`config.mk`:
```
export PLATFORM = sky130hd
export DESIGN_NAME = fine_lock_ctrl
export DESIGN_NICKNAME = d
export VERILOG_FILES = /design/src/rtl/fine_lock_pkg.sv /design/src/rtl/fl_phase_seq.sv /design/src/rtl/fl_pd_decode.sv /design/src/rtl/fl_code_step.sv /design/src/rtl/fine_lock_ctrl.sv
export SDC_FILE = /design/constraint.sdc
export NUM_CORES = 1
export LEC_CHECK = 0
export BUFFER_PORTS_ARGS = -buffer_cell sky130_fd_sc_hd__buf_2
export CAP_MARGIN = 0
export CORE_MARGIN = 1.5
export CORE_UTILIZATION = 56
export DETAILED_ROUTE_END_ITERATION = 16
export GPL_TIMING_DRIVEN = 0
export PLACE_DENSITY = 0.76
export SLEW_MARGIN = 20
export SYNTH_ARGS = -nofsm -noshare
export SYNTH_HDL_FRONTEND = slang
export SYNTH_SLANG_ARGS = --single-unit
```
`constraint.sdc`:
```
create_clock -name clk -period 2.4 [get_ports clk]
set_input_delay 0.24 -clock clk [delete_from_list [all_inputs] [get_ports clk]]
set_output_delay 0.24 -clock clk [all_outputs]
set_load 0.03 [all_outputs]
```
`src/rtl/fine_lock_pkg.sv`:
```
// Shared types for the fine-lock timing controller.
// Assumes: nothing beyond IEEE 1800-2017 packages.
package fine_lock_pkg;

    typedef enum logic [1:0] {
        ST_IDLE   = 2'd0,
        ST_COARSE = 2'd1,
        ST_FINE   = 2'd2,
        ST_LOCK   = 2'd3
    } fl_state_e;

endpackage

```
`src/rtl/fl_phase_seq.sv`:
```
// Phase sequencer: counts the coarse window, then paces the fine-search
// slots one every SLOT_CYC cycles, and declares lock after the last slot.
// Assumes: COARSE_CYC >= 2, SLOT_CYC >= 2, NUM_SLOTS >= 2; en is synchronous.
module fl_phase_seq
    import fine_lock_pkg::*;
#(
    parameter int COARSE_CYC = 2,
    parameter int SLOT_CYC   = 2,
    parameter int NUM_SLOTS  = 4,
    localparam int CNT_MAX   = (COARSE_CYC > SLOT_CYC) ? COARSE_CYC : SLOT_CYC,
    localparam int CNT_W     = $clog2(CNT_MAX + 1),
    localparam int SLOT_W    = $clog2(NUM_SLOTS)
) (
    input  logic              clk,
    input  logic              rst_n,
    input  logic              en,
    output logic              slot_fire,
    output logic [SLOT_W-1:0] slot_idx,
    output logic              coarse_done,
    output logic              locked
);

    fl_state_e         state;
    logic [CNT_W-1:0]  cnt;

    // Purpose: flag the cycle whose closing edge applies a fine update.
    always_comb begin
        slot_fire = en && (state == ST_FINE) && (cnt == CNT_W'(SLOT_CYC - 1));
    end

    // Purpose: advance through idle, coarse, fine and lock phases.
    always_ff @(posedge clk) begin
        if (!rst_n || !en) begin
            state       <= ST_IDLE;
            cnt         <= '0;
            slot_idx    <= '0;
            coarse_done <= 1'b0;
            locked      <= 1'b0;
        end else begin
            case (state)
                ST_IDLE: begin
                    state <= ST_COARSE;
                    cnt   <= CNT_W'(1);
                end
                ST_COARSE: begin
                    if (cnt == CNT_W'(COARSE_CYC - 1)) begin
                        state       <= ST_FINE;
                        cnt         <= '0;
                        coarse_done <= 1'b1;
                    end else begin
                        cnt <= cnt + CNT_W'(1);
                    end
                end
                ST_FINE: begin
                    if (slot_fire) begin
                        cnt <= '0;
                        if (slot_idx == SLOT_W'(NUM_SLOTS - 1)) begin
                            state  <= ST_LOCK;
                            locked <= 1'b1;
                        end else begin
                            slot_idx <= slot_idx + SLOT_W'(1);
                        end
                    end else begin
                        cnt <= cnt + CNT_W'(1);
                    end
                end
                default: ;
            endcase
        end
    end

    // lock implies the coarse window was passed
    a_r7_lock_after_coarse: assert property (@(posedge clk) disable iff (!rst_n)
        locked |-> coarse_done);

    // lock persists while enabled
    a_r7_lock_holds: assert property (@(posedge clk) disable iff (!rst_n)
        (locked && en) |=> locked);

    // slots are never back-to-back
    a_r3_slot_spacing: assert property (@(posedge clk) disable iff (!rst_n)
        slot_fire |=> !slot_fire);

    // coarse completion only follows an enabled cycle
    a_r2_coarse_needs_en: assert property (@(posedge clk) disable iff (!rst_n)
        $rose(coarse_done) |-> $past(en));

endmodule

```
`src/rtl/fl_pd_decode.sv`:
```
// Decision decoder: turns the phase detector's up/down pair into a single
// increase or decrease request; equal inputs give no request.
// Assumes: up and dn are synchronous to the reference clock.
module fl_pd_decode (
    input  logic up,
    input  logic dn,
    output logic inc,
    output logic dec
);

    // Purpose: reject ties and idle decisions.
    always_comb begin
        inc = up & ~dn;
        dec = dn & ~up;
    end

endmodule

```
`src/rtl/fl_code_step.sv`:
```
// Code stepper: holds the fine-tune code, steps it at each slot by a
// slot-dependent size and clamps it to the code range.
// Assumes: slot_fire comes from the phase sequencer; en low means idle.
module fl_code_step #(
    parameter int CODE_W    = 3,
    parameter int NUM_SLOTS = 4,
    localparam int SLOT_W   = $clog2(NUM_SLOTS),
    localparam int WIDE_W   = CODE_W + 2,
    localparam int CODE_MID = 1 << (CODE_W - 1),
    localparam int CODE_MAX = (1 << CODE_W) - 1,
    localparam int BIG_STEP = (CODE_MID / 2 > 0) ? CODE_MID / 2 : 1
) (
    input  logic              clk,
    input  logic              rst_n,
    input  logic              en,
    input  logic              slot_fire,
    input  logic [SLOT_W-1:0] slot_idx,
    input  logic              inc,
    input  logic              dec,
    output logic [CODE_W-1:0] code
);

    logic [WIDE_W-1:0] wide_code;
    logic [WIDE_W-1:0] step;
    logic [WIDE_W-1:0] raised;
    logic [WIDE_W-1:0] lowered;

    // Purpose: choose the step size of the current slot and clamp both moves.
    always_comb begin
        wide_code = WIDE_W'(code);
        step      = (slot_idx == '0) ? WIDE_W'(BIG_STEP) : WIDE_W'(1);
        raised    = wide_code + step;
        if (raised > WIDE_W'(CODE_MAX)) begin
            raised = WIDE_W'(CODE_MAX);
        end
        lowered   = (step > wide_code) ? '0 : (wide_code - step);
    end

    // Purpose: hold or update the code register.
    always_ff @(posedge clk) begin
        if (!rst_n || !en) begin
            code <= CODE_W'(CODE_MID);
        end else if (slot_fire && inc) begin
            code <= raised[CODE_W-1:0];
        end else if (slot_fire && dec) begin
            code <= lowered[CODE_W-1:0];
        end
    end

    // no change outside a slot
    a_r3_hold_off_slot: assert property (@(posedge clk) disable iff (!rst_n)
        (en && !slot_fire) |=> $stable(code));

    // an increase request never lowers the code
    a_r4_inc_direction: assert property (@(posedge clk) disable iff (!rst_n)
        (slot_fire && inc) |=> (code >= $past(code)));

    // a decrease request never raises the code
    a_r4_dec_direction: assert property (@(posedge clk) disable iff (!rst_n)
        (slot_fire && dec) |=> (code <= $past(code)));

    // disabling restores mid-scale
    a_r8_idle_mid: assert property (@(posedge clk) disable iff (!rst_n)
        !en |=> (code == CODE_W'(CODE_MID)));

endmodule

```
`src/rtl/fine_lock_ctrl.sv`:
```
// Fine-lock timing controller top: a coarse window followed by a paced
// successive-approximation search of the fine-tune code.
// Assumes: up/dn are already synchronous to clk; reset is synchronous.
module fine_lock_ctrl #(
    parameter int CODE_W     = 3,
    parameter int COARSE_CYC = 2,
    parameter int SLOT_CYC   = 2,
    parameter int NUM_SLOTS  = 4,
    localparam int SLOT_W    = $clog2(NUM_SLOTS)
) (
    input  logic              clk,
    input  logic              rst_n,
    input  logic              en,
    input  logic              up,
    input  logic              dn,
    output logic [CODE_W-1:0] ftc,
    output logic              coarse_done,
    output logic              locked
);

    logic              slot_fire;
    logic [SLOT_W-1:0] slot_idx;
    logic              inc;
    logic              dec;

    fl_phase_seq #(
        .COARSE_CYC (COARSE_CYC),
        .SLOT_CYC   (SLOT_CYC),
        .NUM_SLOTS  (NUM_SLOTS)
    ) u_seq (
        .clk         (clk),
        .rst_n       (rst_n),
        .en          (en),
        .slot_fire   (slot_fire),
        .slot_idx    (slot_idx),
        .coarse_done (coarse_done),
        .locked      (locked)
    );

    fl_pd_decode u_dec (
        .up  (up),
        .dn  (dn),
        .inc (inc),
        .dec (dec)
    );

    fl_code_step #(
        .CODE_W    (CODE_W),
        .NUM_SLOTS (NUM_SLOTS)
    ) u_step (
        .clk       (clk),
        .rst_n     (rst_n),
        .en        (en),
        .slot_fire (slot_fire),
        .slot_idx  (slot_idx),
        .inc       (inc),
        .dec       (dec),
        .code      (ftc)
    );

    // a tied or empty decision leaves the code alone
    a_r5_tie_holds: assert property (@(posedge clk) disable iff (!rst_n)
        (slot_fire && (up == dn)) |=> $stable(ftc));

    // once locked and still enabled, the code is frozen
    a_r7_frozen: assert property (@(posedge clk) disable iff (!rst_n)
        (locked && en) |=> $stable(ftc));

endmodule

```
==> impl_metrics.toml, run 1 <==
[sta]
worst_pin_slew_ps = 481
fmax_mhz = 454
setup_viol = 0
fin_crit_sh_pct = 91.7
fin_tns_setup_ps = 0
skew_ps = 3.38
rsz0062_at_grt = "false"
maxSlewViolCount = 0
maxSlewHeadroom_pct = 68.0
min_period_ps = 2200
hold_viol_final = 0

[critical_path]
crit_slowest_cell = "fa_1"
critical_path.cell_chain = "inv_1 -> ha_2 -> inv_2 -> ha_1 -> inv_1 -> fa_1 -> nor4b_2 -> a2bb2oi_1 -> a211o_1"
cp.required_ps = 2560
ff2ff_setup_slack_ps = 200
crit_type = "register to register"
arrival_ps = 2370
slowest_delay_ps = 390
cp-start-kind = "register"
worstSetupEndpointType = "register"
cp_common_cell = "inv_1"
critical_path.max_fanout = 6

[logic_synthesis]
syn-num-nets = 121
dominantRegCellSynth = "dfxtp_1"
async_flop_share_pct = 0
synth-edff-count = 0
ys_warn_count = 0
ys_types = 31
syn-mean-instance-area_um2 = 8.67
synth_cells = 99
synth.ff_latch_count = 11
seq_area_frac_synth_pct = 25.7
synth_area_um2 = 858

[floorplan]
coreArea_mm2 = 0.00137
start_util_pct = 62.8
pin_count = 10
die_w_um = 42.2
dieArea_mm2 = 0.00178
die_h_um = 42.2
core.rowCount = 13

[grt]
grt_antenna_before_repair = 0
grt_max_degree = 11
grt-ovfl-total = 0
grt_pass1_wl_mm = 2.82
grt_pass1_vias = 686
grt_use_total_pct = 20.9

[pwr]
pwr-share-clk_pct = 30.4
p_total_uw = 425
power.leakage_nw = 0.426
combinationalPowerShare_pct = 22.8
p_sw_share_pct = 30.0
net-switching-power_uw = 128
seq_power_share_pct = 46.8
internal_power_uw = 297
peakVddDrop_mv = 0.290
power.density_mw_per_mm2 = 444

[final_layout]
nFillCells = 133
final_common_cell = "ha_1"
antenna_cells = 0
fin_area_um2 = 957
fin_nets = 135
stdcell_count = 127
drive_above_1_share_pct = 17.9
area_growth_syn_to_layout_pct = 11.5
fin_util_pct = 70.1
layout_common_cells = "ha_1 (14), inv_1 (12), dfxtp_1 (11)"

[detailed_routing]
wirelength_mm = 1.63
drt_iter0_drc = 11
viasPerCell = 5.79
dr.pass1.iters = 4
drc_errors = 0
antenna_left = 0
vias = 735
wl_per_cell_um = 12.8

[cts]
cts.sink_count = 11
htree_num_levels = 1
cts_hold_buf = 0
clock_path_buffers = 2
cts_inserted_buffers = 3
post_cts_buffers = 0
cts.clk_slew.worst_paths_ps = 70
clkLatencyLatePin_ps = 270
cts_root_buf = "clkbuf_4"
cts_tree = "built"

[job]
cap_violations = 0

[place]
place_inst = 123
place_area_um2 = 922
portBuffers = 9
gp_congestion = 0.868
hpwl_mm = 1.30

[outcome]
status = "finished, final reports clean"

[min_path]
min_path_type = "input pin to register"
-- final cells by class --
type,instances,area (µm²),share of cell area (%)
flip-flops and latches,11,220,23.0
inverters,13,48.8,5.10
plain buffers,1,3.75,0.392
multi-input cells,74,594,62.1
well taps,15,18.8,1.96
repair buffers,9,45.0,4.71
clock buffers,4,26.3,2.75
-- flip-flops by register name, indices dropped and copies added (netlist names) --
name	count
u_step.code	3
u_seq.state	2
u_seq.coarse_done	1
u_seq.slot_idx	2
u_seq.cnt	2
u_seq.locked	1
-- cells by family after synthesis --
kind of cell	count (synthesis)	share of synthesized area (%)
buffers and inverters	14	6.12
xor gates and xnor gates	3	3.06
DFF	11	25.7
AOI/OAI and AO/OA	24	19.7
and+or+nand+nor	30	19.0
adders and majority gates	17	26.5
-- per-stage QoR --
step | hold slack, ps | setup WS [ps]
final | 297 | 199
after global routing | 300 | 35.8
after CTS | 293 | 24.7
after detailed placement | 461 | -22.5
after global placement | 450 | 102
after floorplan | 404 | 261
-- routing by layer --
metal	routed length (µm)	global-route usage (%)	vias up
li1	-	-	367
met1	712	22.9	343
met4	27	7.50	0
met2	820	36.6	18
met5	0	0	-
met3	66	8.19	7
-- worst max-delay path, delay by kind of cell, from the launching register on --
family	cells	cell delay (ps)
fa+ha+maj	3	790
compound gates	2	400
buf+inv	3	220
simple gates	1	300
flops	1	380
-- synthesized netlist by cell type, types with 2 or more instances --
library cell,count,area share [%]
a211oi_1,2,1.7
a21oi_1,9,5.2
and3_1,2,1.5
dfxtp_1,11,26
fa_1,2,4.7
ha_1,15,22
inv_1,13,5.7
nand2_1,4,1.7
nand3_1,3,1.7
nor2_1,9,3.9
nor2b_1,3,2.2
o21ai_0,6,3.5
xnor2_1,2,2.0
-- final timing paths --
kind                                                      from                           to  depth (start not counted)
worst max-delay path            u_seq.slot_idx[0]$_SDFFE_PP0P_  u_step.code[2]$_SDFFE_PP1P_                          9
worst min-delay path                                        dn  u_step.code[2]$_SDFFE_PP1P_                          3
worst min register to register       u_seq.locked$_SDFFE_PP0P_    u_seq.locked$_SDFFE_PP0P_                          2
worst max register to register  u_seq.slot_idx[0]$_SDFFE_PP0P_  u_step.code[2]$_SDFFE_PP1P_                          9
-- repair_timing --
action,in CTS,in global routing
resized for setup,1,2
pin swaps,0,0
endpoints found under the setup margin,1,1
-- power groups by stage --
stage          clock network [mW]  logic, mW  registers [mW]
6_report                    0.129     0.0969           0.199
4_1_cts                     0.134     0.0982           0.199
5_1_grt                     0.144      0.110           0.200
2_1_floorplan                   0     0.0748           0.203
3_3_place_gp                    0     0.0940           0.203
3_5_place_dp                    0     0.0973           0.203
Power figures use the tool's default switching activity.
==> run 2: changes to the inputs <==
--- a/config.mk
+++ b/config.mk
@@ -8,10 +8,11 @@
 export BUFFER_PORTS_ARGS = -buffer_cell sky130_fd_sc_hd__buf_2
 export CAP_MARGIN = 0
 export CORE_MARGIN = 1.5
-export CORE_UTILIZATION = 56
+export CORE_UTILIZATION = 59
+export CTS_BUF_LIST = sky130_fd_sc_hd__clkbuf_4
 export DETAILED_ROUTE_END_ITERATION = 16
 export GPL_TIMING_DRIVEN = 0
-export PLACE_DENSITY = 0.76
+export PLACE_DENSITY = 0.8
 export SLEW_MARGIN = 20
 export SYNTH_ARGS = -nofsm -noshare
 export SYNTH_HDL_FRONTEND = slang
==> run 2 against run 1 <==
Non-clock buffer count stayed put. Combinational power hardly changed. Register-to-register slack better by 60 ps. Largest cell class unchanged. Die area is 4.7% lower. First-iteration DRC count is 36% lower. Critical path type unchanged. Cell area is 0.26% lower.
==> impl_metrics.toml, run 2 (synthesis results as in run 1) <==
[critical_path]
arrival_ps = 2310
ff2ff_setup_slack_ps = 260
cp-start-kind = "register"
critical_path.cell_chain = "inv_1 -> ha_2 -> inv_2 -> ha_1 -> inv_1 -> fa_1 -> nor4b_1 -> a2bb2oi_1 -> a211o_1"
crit_slowest_cell = "dfxtp_1"
crit_type = "register to register"
critical_path.max_fanout = 6
worstSetupEndpointType = "register"
cp_common_cell = "inv_1"
cp.required_ps = 2570
slowest_delay_ps = 370

[cts]
ctsResizeCount = 0
cts.sink_count = 11
cts_inserted_buffers = 3
htree_num_levels = 1
clock_path_buffers = 2
cts_hold_buf = 0
cts_root_buf = "clkbuf_4"
clkLatencyLatePin_ps = 280
cts.clk_slew.worst_paths_ps = 70
post_cts_buffers = 0
cts_tree = "built"

[sta]
skew_ps = 6.24
worst_pin_slew_ps = 464
fin_tns_setup_ps = 0
setup_viol = 0
maxSlewViolCount = 0
rsz0062_at_grt = "false"
maxSlewHeadroom_pct = 69.1
fmax_mhz = 466
timing.hold.ws_ps = 294
min_period_ps = 2140
hold_viol_final = 0
fin_crit_sh_pct = 89.3

[grt]
grt_antenna_before_repair = 0
grt_pass1_vias = 593
grt_max_degree = 11
grt_use_total_pct = 22.1
grt-ovfl-total = 0
grt_pass1_wl_mm = 2.33

[detailed_routing]
wl_per_cell_um = 12.5
vias = 704
wirelength_mm = 1.59
antenna_left = 0
dr.pass1.iters = 4
drc_errors = 0
drt_iter0_drc = 7
viasPerCell = 5.54

[min_path]
min_path_type = "input pin to register"

[floorplan]
die_h_um = 41.1
core.rowCount = 13
die_w_um = 41.1
pin_count = 10
start_util_pct = 64.4
coreArea_mm2 = 0.00133
dieArea_mm2 = 0.00169

[final_layout]
fin_nets = 135
multiInputGateArea_um2 = 588
drive_above_1_share_pct = 17.9
final_common_cell = "ha_1"
largest_reg_flops = 3
nFillCells = 115
area_growth_syn_to_layout_pct = 11.2
seqCellArea_um2 = 220
layout_common_cells = "ha_1 (14), inv_1 (12), dfxtp_1 (11)"
regMostFlops = "u_step.code"
antenna_cells = 0

[pwr]
peakVddDrop_mv = 0.344
power.leakage_nw = 0.426
power.density_mw_per_mm2 = 461

[place]
portBuffers = 9
gp_congestion = 0.724
hpwl_mm = 1.27

[job]
cap_violations = 0

[outcome]
status = "finished, final reports clean"
==> run 2: path summary, 6_finish.rpt <==
kind	startpoint	endpoint	depth (start not counted)
min	dn	u_step.code[2]$_SDFFE_PP1P_	3
max	u_seq.slot_idx[0]$_SDFFE_PP0P_	u_step.code[2]$_SDFFE_PP1P_	9
min reg2reg	u_seq.locked$_SDFFE_PP0P_	u_seq.locked$_SDFFE_PP0P_	2
max reg2reg	u_seq.slot_idx[0]$_SDFFE_PP0P_	u_step.code[2]$_SDFFE_PP1P_	9
==> run 2: where the power goes <==
group | switching (mW) | internal, mW | leakage (nW)
clock | 0.0676 | 0.0759 | 0.0184
sequential | 0.00855 | 0.191 | 0.0892
combinational | 0.0546 | 0.0423 | 0.319
==> run 2: layer usage <==
metal	part of all wire, %	vias to the layer above	global-route usage [%]
met2	51	19	39.1
met5	0	-	0
met3	3.2	3	9.24
met1	45	317	21.5
li1	-	365	-
met4	1.4	0	12.1
==> run 2: layout make-up <==
| cell class | count | share of cell area (%) |
|---|---|---|
| tap | 15 | 1.97 |
| clock buffer | 4 | 3.15 |
| sequential | 11 | 23.1 |
| inverter | 13 | 5.11 |
| buffer | 1 | 0.393 |
| multi-input combinational | 74 | 61.6 |
| timing repair buffer | 9 | 4.72 |
==> run 2: stage by stage <==
stage / instances / setup WS (ps) / utilization, % / cell area (µm²) / power, mW
after global routing: 127 / 92.8 / 71.6 / 955 / 0.465
after global placement: 123 / 125 / 69.1 / 922 / 0.296
after detailed placement: 123 / 74.9 / 69.1 / 922 / 0.299
after floorplan: 99 / 261 / - / 858 / 0.277
final: 127 / 256 / 71.6 / 955 / 0.440
after CTS: 127 / 69.9 / 71.4 / 952 / 0.443
==> run 2: worst max-delay path, delay by kind of cell (launching register included) <==
kind	cells	cell delay, ps
flops	1	370
fa+ha+maj	3	760
simple gates	1	280
compound gates	2	400
buf+inv	3	220
==> run 3: changes to the inputs <==
--- a/config.mk
+++ b/config.mk
@@ -7,13 +7,16 @@
 export LEC_CHECK = 0
 export BUFFER_PORTS_ARGS = -buffer_cell sky130_fd_sc_hd__buf_2
 export CAP_MARGIN = 0
-export CORE_MARGIN = 1.5
-export CORE_UTILIZATION = 59
+export CELL_PAD_IN_SITES_DETAIL_PLACEMENT = 1
+export CELL_PAD_IN_SITES_GLOBAL_PLACEMENT = 2
+export CORE_MARGIN = 8
+export CORE_UTILIZATION = 36
 export CTS_BUF_LIST = sky130_fd_sc_hd__clkbuf_4
 export DETAILED_ROUTE_END_ITERATION = 16
 export GPL_TIMING_DRIVEN = 0
-export PLACE_DENSITY = 0.8
+export PLACE_DENSITY = 0.79
 export SLEW_MARGIN = 20
 export SYNTH_ARGS = -nofsm -noshare
 export SYNTH_HDL_FRONTEND = slang
+export SYNTH_HIERARCHICAL = 1
 export SYNTH_SLANG_ARGS = --single-unit
==> run 3 against run 2 <==
Die area increased by 130%. Clock-buffer cell count is 1 lower. Hold slack worse by 35 ps. Total power fell by 18%. Synthesized cell count is 17% lower. Critical endpoint is now u_step/code[2]$_SDFFE_PP1P_. Highest routed layer unchanged.
==> impl_metrics.toml, run 3 <==
[logic_synthesis]
ys_types = 33
yosysMostFrequentCell = "dfxtp_1"
yosysTopAreaCellShare_pct = 29.2
synth-edff-count = 0
syn-num-nets = 98
synth_area_um2 = 753
synth_commonest_cells = "dfxtp_1 (11), ha_1 (9), inv_1 (8)"
yosysTopAreaCell = "dfxtp_1"
dominantRegCellSynth = "dfxtp_1"
synth_area_leaders = "dfxtp_1 (29%), ha_1 (15%), fa_1 (5.3%), inv_1 (4.0%), nand2b_1 (3.3%)"
async_flop_share_pct = 0
seq_area_frac_synth_pct = 29.2
ys_warn_count = 6
synth_cells = 82
synth.ff_latch_count = 11
syn-mean-instance-area_um2 = 9.19

[job]
cap_violations = 0

[final_layout]
nFillCells = 262
layout_common_cells = "dfxtp_1 (11), buf_2 (9), ha_1 (9)"
fin_nets = 112
fin_area_um2 = 860
fin_util_pct = 43.8
antenna_cells = 0
area_growth_syn_to_layout_pct = 14.1
drive_above_1_share_pct = 20.0
regMostFlops = "u_step/code"
largest_reg_flops = 3
final_common_cell = "dfxtp_1"

[detailed_routing]
drc_errors = 0
wirelength_mm = 1.70
dr.pass1.iters = 4
wl_per_cell_um = 14.0
drt_iter0_drc = 9
viasPerCell = 5.32
antenna_left = 0
vias = 649

[critical_path]
r2r_start = "u_seq/slot_idx[1]$_SDFFE_PP0P_"
critical_path.startpoint = "u_seq/slot_idx[1]$_SDFFE_PP0P_"
arrival_ps = 2140
cp-start-kind = "register"
ff2ff_setup_slack_ps = 470
worstSetupEndpointType = "register"
r2r-end = "u_step/code[2]$_SDFFE_PP1P_"
cp.required_ps = 2610
r2r_cells = 6
critical_path.cell_chain = "or2_2 -> ha_1 -> fa_1 -> xnor2_1 -> a2111oi_2 -> nand3b_1"
slowest_delay_ps = 380
crit_slowest_cell = "fa_1"
critical_path.max_fanout = 5
crit_type = "register to register"
crit_path_end = "u_step/code[2]$_SDFFE_PP1P_"

[pwr]
power.density_mw_per_mm2 = 420
power.leakage_nw = 0.360
p_total_uw = 361
peakVddDrop_mv = 0.226

[cts]
cts_inserted_buffers = 3
cts_tree = "built"
cts.sink_count = 11
clkLatencyLatePin_ps = 280
cts_root_buf = "clkbuf_4"
post_cts_buffers = 0
cts_hold_buf = 0
cts.clk_slew.worst_paths_ps = 80
clock_path_buffers = 2
ctsResizeCount = 0
htree_num_levels = 1

[min_path]
holdPathStages = 2
min_path_type = "input pin to register"

[sta]
timing.hold.ws_ps = 258
rsz0062_at_grt = "false"
maxSlewHeadroom_pct = 73.4
setup_viol = 0
fin_tns_setup_ps = 0
maxSlewViolCount = 0
hold_viol_final = 0
fin_crit_sh_pct = 80.2
min_period_ps = 1930
skew_ps = 10.2
worst_pin_slew_ps = 396
fmax_mhz = 519

[place]
place_area_um2 = 832
hpwl_mm = 1.42
gp_congestion = 0.757
portBuffers = 9

[floorplan]
dieArea_mm2 = 0.00381
coreArea_mm2 = 0.00196
core.rowCount = 16
pin_count = 10
die_w_um = 61.7
die_h_um = 61.7
start_util_pct = 38.4

[outcome]
status = "finished, final reports clean"

[grt]
grt_pass1_vias = 658
grt-ovfl-total = 0
grt_pass1_wl_mm = 2.83
grt_max_degree = 8
grt_use_total_pct = 10.0
grt_antenna_before_repair = 0
[run 3: cell families (layout without fill, tap and decap cells)]
| logic type | Yosys count | after routing | synth area share (%) |
|---|---|---|---|
| xor gates and xnor gates | 1 | 1 | 1.16 |
| and+or+nand+nor | 28 | 28 | 21.3 |
| AOI/OAI and AO/OA | 20 | 20 | 19.9 |
| DFF | 11 | 11 | 29.2 |
| muxes | 3 | 3 | 4.15 |
| buffers and inverters | 8 | 21 | 3.99 |
| adders and majority gates | 11 | 11 | 20.3 |
[run 3: final cells by class]
cell class	count	area [µm²]	area share (%)
multi-input cells	63	503	58.5
flip-flops and latches	11	220	25.6
repair buffers	9	45.0	5.24
well taps	27	33.8	3.93
inverters	8	30.0	3.49
clock buffers	3	22.5	2.62
clock inverters	1	5.00	0.582
[run 3: critical path: cells and delay by family (launching register included)]
family	cells	cell delay, ps
DFF	1	320
AOI/OAI and AO/OA	1	260
adders and majority gates	2	620
and+or+nand+nor	2	510
xor gates and xnor gates	1	140
[run 3: metal layers]
layer	wire, µm	global-route usage (%)	vias up
met4	42	5.84	0
met1	740	10.9	316
li1	-	-	318
met2	847	17.3	10
met3	71	2.47	5
met5	0	0	-
[run 3: worst min-delay path by stage]
stage | from | slack (ps) | to
after floorplan | en | 390 | u_seq/cnt[1]$_SDFFE_PP0N_
after global placement | u_seq/locked$_SDFFE_PP0P_ | 450 | u_seq/locked$_SDFFE_PP0P_
after detailed placement | u_seq/locked$_SDFFE_PP0P_ | 470 | u_seq/locked$_SDFFE_PP0P_
after CTS | rst_n | 250 | u_seq/cnt[1]$_SDFFE_PP0N_
after global routing | rst_n | 250 | u_seq/cnt[1]$_SDFFE_PP0N_
final | rst_n | 260 | u_seq/cnt[1]$_SDFFE_PP0N_
[run 3: metrics by stage]
| step | worst slack (ps) | cells |
|---|---|---|
| after floorplan | 595 | 82 |
| after global placement | 499 | 118 |
| after detailed placement | 473 | 118 |
| after CTS | 445 | 122 |
| after global routing | 352 | 122 |
| final | 475 | 122 |
[run 3: power by group]
| part | internal (mW) | total, mW | switching (mW) |
|---|---|---|---|
| combinational | 0.0173 | 0.0381 | 0.0208 |
| clock | 0.0619 | 0.131 | 0.0693 |
| sequential | 0.186 | 0.192 | 0.00514 |
